## config.mk

```make
export PLATFORM = sky130hd
export DESIGN_NAME = cmp_evt_irq
export DESIGN_NICKNAME = d
export VERILOG_FILES = /design/src/rtl/cmp_evt_pkg.sv /design/src/rtl/cmp_evt_sync.sv /design/src/rtl/cmp_evt_chan.sv /design/src/rtl/cmp_evt_regs.sv /design/src/rtl/cmp_evt_irq.sv
export SDC_FILE = /design/constraint.sdc
export NUM_CORES = 1
export LEC_CHECK = 0
export BUFFER_PORTS_ARGS = -buffer_cell sky130_fd_sc_hd__buf_4
export CAP_MARGIN = 25
export CORE_UTILIZATION = 45
export DETAILED_ROUTE_END_ITERATION = 8
export GPL_TIMING_DRIVEN = 0
export PLACE_DENSITY = 0.75
export SETUP_SLACK_MARGIN = 0.05
export SYNTH_ARGS = -nofsm -noshare
export SYNTH_HDL_FRONTEND = slang
export SYNTH_HIERARCHICAL = 1
export SYNTH_SLANG_ARGS = --single-unit
```

## constraint.sdc

```tcl
create_clock -name clk -period 1.2 [get_ports clk]
set_input_delay 0.18 -clock clk [delete_from_list [all_inputs] [get_ports clk]]
set_output_delay 0.18 -clock clk [all_outputs]
set_load 0.02 [all_outputs]
```

## src/rtl/cmp_evt_pkg.sv

```systemverilog
package cmp_evt_pkg;
  typedef enum logic [1:0] {
    EV_NONE = 2'b00,
    EV_RISE = 2'b01,
    EV_FALL = 2'b10,
    EV_ANY  = 2'b11
  } evsel_e;

  localparam int unsigned REG_AW = 2;
  localparam logic [REG_AW-1:0] A_CFG  = 2'd0;
  localparam logic [REG_AW-1:0] A_FLAG = 2'd1;
  localparam logic [REG_AW-1:0] A_EN   = 2'd2;
  localparam logic [REG_AW-1:0] A_STAT = 2'd3;

  localparam int unsigned CFG_BITS = 3;  // polarity + event code per channel
endpackage

```

## src/rtl/cmp_evt_sync.sv

```systemverilog
module cmp_evt_sync #(
  parameter int unsigned W      = 3,
  parameter int unsigned STAGES = 2
) (
  input  logic         clk,
  input  logic         rst_n,
  input  logic [W-1:0] d,
  output logic [W-1:0] q
);
  logic [W-1:0] stage_q [STAGES];
  logic [W-1:0] stage_d [STAGES];

  always_comb begin
    stage_d[0] = d;
    for (int s = 1; s < STAGES; s++) stage_d[s] = stage_q[s-1];
  end

  always_ff @(posedge clk or negedge rst_n) begin
    if (!rst_n) begin
      for (int s = 0; s < STAGES; s++) stage_q[s] <= '0;
    end else begin
      for (int s = 0; s < STAGES; s++) stage_q[s] <= stage_d[s];
    end
  end

  assign q = stage_q[STAGES-1];
endmodule

```

## src/rtl/cmp_evt_chan.sv

```systemverilog
module cmp_evt_chan
  import cmp_evt_pkg::*;
(
  input  logic       clk,
  input  logic       rst_n,
  input  logic       sync_in,
  input  logic       pol,
  input  logic [1:0] evsel,
  input  logic       arm,
  input  logic       sw_wr,
  input  logic       sw_val,
  output logic       adj,
  output logic       flag
);
  logic prev_q;
  logic flag_q, flag_d;
  logic rise, fall, hit, hw_set;

  assign adj  = sync_in ^ pol;
  assign rise = adj & ~prev_q;
  assign fall = ~adj & prev_q;

  always_comb begin
    case (evsel_e'(evsel))
      EV_RISE: hit = rise;
      EV_FALL: hit = fall;
      EV_ANY:  hit = rise | fall;
      default: hit = 1'b0;
    endcase
  end

  assign hw_set = arm & hit;

  // hardware set dominates a software clear
  always_comb begin
    flag_d = (sw_wr ? sw_val : flag_q) | hw_set;
  end

  always_ff @(posedge clk or negedge rst_n) begin
    if (!rst_n) begin
      prev_q <= 1'b0;
      flag_q <= 1'b0;
    end else begin
      prev_q <= adj;
      flag_q <= flag_d;
    end
  end

  assign flag = flag_q;
endmodule

```

## src/rtl/cmp_evt_regs.sv

```systemverilog
module cmp_evt_regs
  import cmp_evt_pkg::*;
#(
  parameter int unsigned NCH = 3,
  parameter int unsigned DW  = 16
) (
  input  logic              clk,
  input  logic              rst_n,
  input  logic              wr_en,
  input  logic [REG_AW-1:0] wr_addr,
  input  logic [DW-1:0]     wr_data,
  input  logic [REG_AW-1:0] rd_addr,
  input  logic [NCH-1:0]    status,
  input  logic [NCH-1:0]    flag,
  output logic [NCH-1:0]    pol,
  output logic [2*NCH-1:0]  evsel_flat,
  output logic [NCH-1:0]    ch_en,
  output logic              per_en,
  output logic              glb_en,
  output logic              flag_wr,
  output logic [DW-1:0]     rd_data
);
  localparam int unsigned CFG_W = CFG_BITS * NCH;
  localparam int unsigned EN_W  = NCH + 2;

  logic [CFG_W-1:0] cfg_q, cfg_d;
  logic [EN_W-1:0]  en_q, en_d;
  logic             cfg_we, en_we;

  assign cfg_we  = wr_en && (wr_addr == A_CFG);
  assign en_we   = wr_en && (wr_addr == A_EN);
  assign flag_wr = wr_en && (wr_addr == A_FLAG);

  always_comb begin
    cfg_d = cfg_we ? wr_data[CFG_W-1:0] : cfg_q;
    en_d  = en_we  ? wr_data[EN_W-1:0]  : en_q;
  end

  always_ff @(posedge clk or negedge rst_n) begin
    if (!rst_n) begin
      cfg_q <= '0;
      en_q  <= '0;
    end else begin
      cfg_q <= cfg_d;
      en_q  <= en_d;
    end
  end

  for (genvar i = 0; i < NCH; i++) begin : g_field
    assign pol[i]            = cfg_q[CFG_BITS*i];
    assign evsel_flat[2*i+:2] = cfg_q[CFG_BITS*i+1 +: 2];
  end

  assign ch_en  = en_q[NCH-1:0];
  assign per_en = en_q[NCH];
  assign glb_en = en_q[NCH+1];

  always_comb begin
    rd_data = '0;
    case (rd_addr)
      A_CFG:   rd_data[CFG_W-1:0] = cfg_q;
      A_FLAG:  rd_data[NCH-1:0]   = flag;
      A_EN:    rd_data[EN_W-1:0]  = en_q;
      default: rd_data[NCH-1:0]   = status;
    endcase
  end

  if (DW > CFG_W) begin : g_hi
    logic unused_hi;
    assign unused_hi = ^wr_data[DW-1:CFG_W];
  end
endmodule

```

## src/rtl/cmp_evt_irq.sv

```systemverilog
module cmp_evt_irq
  import cmp_evt_pkg::*;
#(
  parameter int unsigned NCH         = 3,
  parameter int unsigned DW          = 16,
  parameter int unsigned SYNC_STAGES = 2
) (
  input  logic              clk,
  input  logic              rst_n,
  input  logic [NCH-1:0]    cmp_raw,
  input  logic              wr_en,
  input  logic [REG_AW-1:0] wr_addr,
  input  logic [DW-1:0]     wr_data,
  input  logic [REG_AW-1:0] rd_addr,
  output logic [DW-1:0]     rd_data,
  output logic [NCH-1:0]    flag_o,
  output logic              irq_o
);
  localparam int unsigned WARM_N = SYNC_STAGES + 1;
  localparam int unsigned WW     = $clog2(WARM_N + 1);
  localparam logic [WW-1:0] WARM_DONE = WW'(WARM_N);

  logic [NCH-1:0]   cmp_sync, adj, flag, pol, ch_en;
  logic [2*NCH-1:0] evsel_flat;
  logic             per_en, glb_en, flag_wr, arm;
  logic [WW-1:0]    warm_q, warm_d;

  cmp_evt_sync #(.W(NCH), .STAGES(SYNC_STAGES)) u_sync (
    .clk(clk), .rst_n(rst_n), .d(cmp_raw), .q(cmp_sync)
  );

  cmp_evt_regs #(.NCH(NCH), .DW(DW)) u_regs (
    .clk(clk), .rst_n(rst_n), .wr_en(wr_en), .wr_addr(wr_addr),
    .wr_data(wr_data), .rd_addr(rd_addr), .status(adj), .flag(flag),
    .pol(pol), .evsel_flat(evsel_flat), .ch_en(ch_en), .per_en(per_en),
    .glb_en(glb_en), .flag_wr(flag_wr), .rd_data(rd_data)
  );

  // edge detection stays off until the synchronizer holds real samples
  assign arm = (warm_q == WARM_DONE);

  always_comb begin
    warm_d = arm ? warm_q : warm_q + 1'b1;
  end

  always_ff @(posedge clk or negedge rst_n) begin
    if (!rst_n) warm_q <= '0;
    else        warm_q <= warm_d;
  end

  for (genvar i = 0; i < NCH; i++) begin : g_ch
    cmp_evt_chan u_chan (
      .clk(clk), .rst_n(rst_n), .sync_in(cmp_sync[i]), .pol(pol[i]),
      .evsel(evsel_flat[2*i+:2]), .arm(arm), .sw_wr(flag_wr),
      .sw_val(wr_data[i]), .adj(adj[i]), .flag(flag[i])
    );
  end

  assign flag_o = flag;
  assign irq_o  = (|(flag & ch_en)) & per_en & glb_en;
endmodule

```

### Word level (Yosys, flattened, before mapping)

Cells that the tools add are included.

| word-level totals | value |
|---|---|
| register bits after elaboration | 28 |
| bits of input ports | 26 |

| operators by class | value |
|---|---|
| add/sub/neg operators | 1 |
| equality and inequality tests | 14 |
| mux-type cells | 9 |
| bitwise logic cells | 27 |
| reductions and logical operators | 6 |

Operator list:

| operator | number |
|---|---|
| $eq 2x2->1 const B | 9 |
| $and 1x1->1 | 11 |
| $eq 2x1->1 const B | 5 |
| $pmux 1 s3 | 3 |
| $pmux 3 s3 | 1 |
| $not 1->1 | 6 |
| $or 1x1->1 | 6 |
| $logic_not 2->1 | 2 |
| $mux 4 | 1 |
| $pmux 2 s2 | 1 |
| $and 3x3->3 | 1 |
| $logic_and 1x1->1 | 3 |
| $mux 1 | 3 |
| $reduce_or 3->1 | 1 |
| $xor 1x1->1 | 3 |
| $add 2x1->2 const B | 1 |

### Depth between registers and ports, before layout

| logic depth | value |
|---|---|
| word-level depth | 7 |
| depth in mapped cells | 5 |
| mapped depth without buffers | 5 |

### Hierarchy

Netlist, hierarchy kept.

By module, submodules not included:

| module | instances | cells an instance | area each (µm²) | seq. area each (µm²) |
|---|---|---|---|---|
| cmp_evt_regs | 1 | 54 | 745.7 | 350.3 |
| cmp_evt_chan | 3 | 13 | 135.1 | 50.0 |
| cmp_evt_sync | 1 | 6 | 150.1 | 150.1 |
| cmp_evt_irq | 1 | 8 | 100.1 | 50.0 |

### Worst setup path before layout

No wires, ideal clock.

| timing | value |
|---|---|
| path type | register to output |
| start point | register u_regs.cfg_q[3] |
| end point | output rd_data[1] |
| data arrival time | 1.190 ns |
| required time | 1.020 ns |
| setup slack | -0.170 ns |
| stages on the path, launching flop included | 4 |
| path buffers | 0 |
| cell sequence | dfrtp_1 -> xnor2_1 -> inv_1 -> mux4_2 |

| between the ends | value |
|---|---|
| cells in the longest elaborated chain, start to end | 2 |

RTL lines:

| what | line | text |
|---|---|---|
| start: declaration | cmp_evt_regs.sv:26 | `logic [CFG_W-1:0] cfg_q, cfg_d;` |
| start signal: assignment | cmp_evt_regs.sv:44 | `cfg_q <= cfg_d;` |
| $xor 1x1->1 | cmp_evt_chan.sv:19 | `assign adj = sync_in ^ pol;` |
| via adj[1] | cmp_evt_irq.sv:23 | `logic [NCH-1:0] cmp_sync, adj, flag, pol, ch_en;` |
| $pmux 3 s3 | cmp_evt_regs.sv:60 | `case (rd_addr)` |
| end: declaration | cmp_evt_irq.sv:15 | `output logic [DW-1:0] rd_data,` |

The timed path passes the listed nets, and every way through them passes these cells.

### Worst setup path after layout

Same ends and word-level chain as after synthesis.

==> results.py <==
metrics = {
    "synth": {
        "yosysSeqAreaShare_pct": 50.00,
        "synth_fa_ha_area_share_pct": 6.250,
        "synth_compound_area_share_pct": 2.321,
        "synthXorXnorAreaFrac_pct": 2.500,
        "ys_seq_elements": 28,
        "synth_area_sq_mm": 0.001401,
        "synth_top_area_share_pct": 50.00,
        "synth.area.top_cells": "dfrtp_1, mux2_2, ha_1",
        "yosysTopAreaCell": "dfrtp_1",
        "synth_cell_types": 20,
        "synthMuxAreaShare_pct": 22.59,
        "yosysWarnings": 6,
        "syn_inst": 107,
        "synth_top_family_by_area": "multiplexers",
        "syn_avg_cell_area_sq_um": 13.10,
        "synthSimpleGateAreaFrac_pct": 7.946,
    },
    "die": {
        "die_width_um": 57.81,
        "die_y_um": 57.81,
        "die-area_sq_mm": 0.003341,
        "start_util_pct": 49.12,
        "io_pins": 46,
        "rows": 19,
        "coreArea_sq_mm": 0.002853,
    },
    "grt": {
        "grt.total_usage_pct": 17.93,
        "grt_max_degree": 29,
        "antenna_found_initial": 0,
        "grt.overflow.total": 0,
        "grt_pass1_wl_mm": 4.478,
        "first_global_vias": 984,
    },
    "placed_design": {
        "gp_congestion": 0.7907,
        "dp.cells": 173,
        "dp_hpwl_mm": 1.900,
        "portBuffers": 29,
    },
    "cts": {
        "cts_root_buf": "clkbuf_4",
        "worstSkewPairLatency_ns": 0.32,
        "h-tree-depth": 1,
        "cts_inserted_buffers": 3,
        "clk_pin_slew_ns": 0.15,
        "cts_tree": "built",
        "clock_sinks": 28,
        "cts_buffer_depth": 2,
    },
    "sta": {
        "finClkSkew_ns": 0.0006401,
        "setup_viol": 10,
        "max_freq_mhz": 535.5,
        "worst_hold_slack_ns": 0.07616,
        "setup_slack_ns": -0.6675,
        "final.period_utilization_pct": 155.6,
        "grt_setup_unrepaired": "yes",
        "slew_violations": 0,
        "hold_viol": 0,
        "min_period_ns": 1.867,
    },
    "detailed_routing": {
        "wl_per_cell_um": 14.45,
        "via_count": 984,
        "drc": 4,
        "firstDrtPassIters": 6,
        "viasPerCell": 4.970,
        "ant_nets": 0,
        "routed_wl_mm": 2.861,
        "drtIter0Drc": 25,
    },
    "job": {
        "max_cap_violations": 0,
    },
    "final_layout": {
        "final_common_cell": "buf_4",
        "diodes": 0,
        "instances_no_fill": 198,
        "syn2layout_area_growth_pct": 44.29,
        "final_cell_mix": "buf_4, dfrtp_1, mux2_2, buf_6, mux2i_1",
        "nFillCells": 199,
        "num-nets-final": 201,
        "register_area_sq_um": 700.7,
        "drive_gt1_share_pct": 57.49,
        "multi_input_area_sq_um": 681.9,
    },
    "critical_path": {
        "path_cells": "xnor2_2 > inv_2 > mux4_2 > buf_6",
        "critPathLaunchType": "flop",
        "path_depth": 4,
        "cpLargestDelayFamily": "multiplexers",
        "crit_slowest_cell": "mux4_2",
        "cp_slowest_stage_delay_ns": 0.50,
        "cp_num_buf_inv": 2,
        "crit_end": "rd_data[1]",
        "reg2reg_to": "g_ch[1].u_chan/flag$_DFF_PN0_",
        "cp_data_arrival_time_ns": 1.69,
        "r2r-start": "u_regs/cfg_q[3]$_DFFE_PN0P_",
        "worstPathRequired_ns": 1.02,
        "regToRegSetupSlack_ns": -0.22,
        "path_class": "reg -> out",
        "endpoint_kind": "output port",
        "worstRegToRegCells": 7,
        "path_max_fanout": 2,
        "critPathLaunch": "u_regs/cfg_q[3]$_DFFE_PN0P_",
    },
    "pwr": {
        "ir_drop_uv": 943.4,
        "powerDensity_mw_per_mm2": 1471,
        "p_leak_nw": 0.9713,
    },
    "status": {
        "outcome": "finished with violations",
        "violations": "design-rule violations, negative setup slack",
    },
    "min_path": {
        "hp-class": "in -> reg",
        "min_from": "wr_data[7]",
    },
}
==> through the flow <==
step           utilization, %  TNS, ns  instance area, sq um  worst slack (ns)  total power (W)
3_5_place_dp            58.90   -1.051                  1680           -0.3386         0.002018
5_1_grt                 70.88   -3.733                  2022           -0.7170         0.003138
6_report                70.88   -3.021                  2022           -0.6675         0.002973
4_1_cts                 68.25   -2.954                  1947           -0.6683         0.002892
3_3_place_gp            58.90  -0.9148                  1680           -0.3186         0.001983
2_1_floorplan               -  -0.4381                  1424           -0.1475         0.001722
==> logic make-up (layout without fill, tap and decap cells) <==
logic type	after synthesis	count (layout)
adder cells (fa/ha/maj)	7	7
AND/OR/NAND/NOR	18	18
multiplexers	26	26
AO/OA/AOI/OAI	4	4
XOR/XNOR	4	4
flip-flops	28	28
other	1	7
buffers and inverters	19	73
==> final cells by class <==
type | instances | share of cell area [%]
flip-flops and latches | 28 | 34.65
multi-input cells | 66 | 33.73
repair buffers | 50 | 21.47
plain buffers | 10 | 3.960
well taps | 31 | 1.918
inverters | 9 | 1.671
clock inverters | 1 | 1.485
clock buffers | 3 | 1.114
==> state kept, by name, summed over array words and instances, names as in the netlist <==
name	count
u_sync/q	3
u_regs/cfg_q	9
g_ch.u_chan/flag	3
warm_q	2
g_ch.u_chan/prev_q	3
u_sync/stage_d	3
u_regs/en_q	5
==> layer usage <==
metal	vias up	share of wire, %	GRT usage (%)
met3	2	4.7	3.125
met1	479	42	21.71
met2	32	53	31.86
met5	-	0	0
met4	0	0.63	6.803
li1	471	-	-
==> power breakdown <==
group / total, W / leakage [nW] / switching [W] / internal (W)
Clock: 0.000611 / 0.0279 / 0.000273 / 0.000338
Sequential: 0.00123 / 0.317 / 0.000136 / 0.00109
Combinational: 0.00113 / 0.626 / 0.000471 / 0.000661
Total: 0.00297 / 0.971 / 0.000880 / 0.00209
==> repair_timing <==
item                                    CTS  global route
endpoints found under the hold margin    31             0
endpoints found under the setup margin   15            17
hold buffers                              4             0
pin swaps                                 8             5
setup buffers                            11             7
gates resized for setup                  24             7
==> worst min-delay path by stage <==
stage                                    end  slack, ns  cells after the start
5_1_grt          u_regs/cfg_q[7]$_DFFE_PN0P_       0.06                      2
3_3_place_gp     u_sync/stage_d[1]$_DFF_PN0_       0.12                      1
6_report         u_regs/cfg_q[7]$_DFFE_PN0P_       0.08                      2
4_1_cts          u_regs/cfg_q[7]$_DFFE_PN0P_       0.07                      2
3_5_place_dp      u_regs/en_q[3]$_DFFE_PN0P_       0.12                      1
2_1_floorplan  g_ch[0].u_chan/flag$_DFF_PN0_      -0.12                      0
==> cell usage after synthesis <==
library cell,count
dfrtp_1,28
mux2_2,15
inv_1,9
mux2i_1,8
buf_4,7
ha_1,7
and2_1,4
nand2_1,4
nor2_1,4
xnor2_1,4
mux4_2,3
nand4b_1,3
o211ai_1,3
buf_6,2
a222oi_1,1
and3b_2,1
buf_2,1
conb_1,1
nand3b_1,1
nor3b_2,1
(Power assumes the default switching activity.)
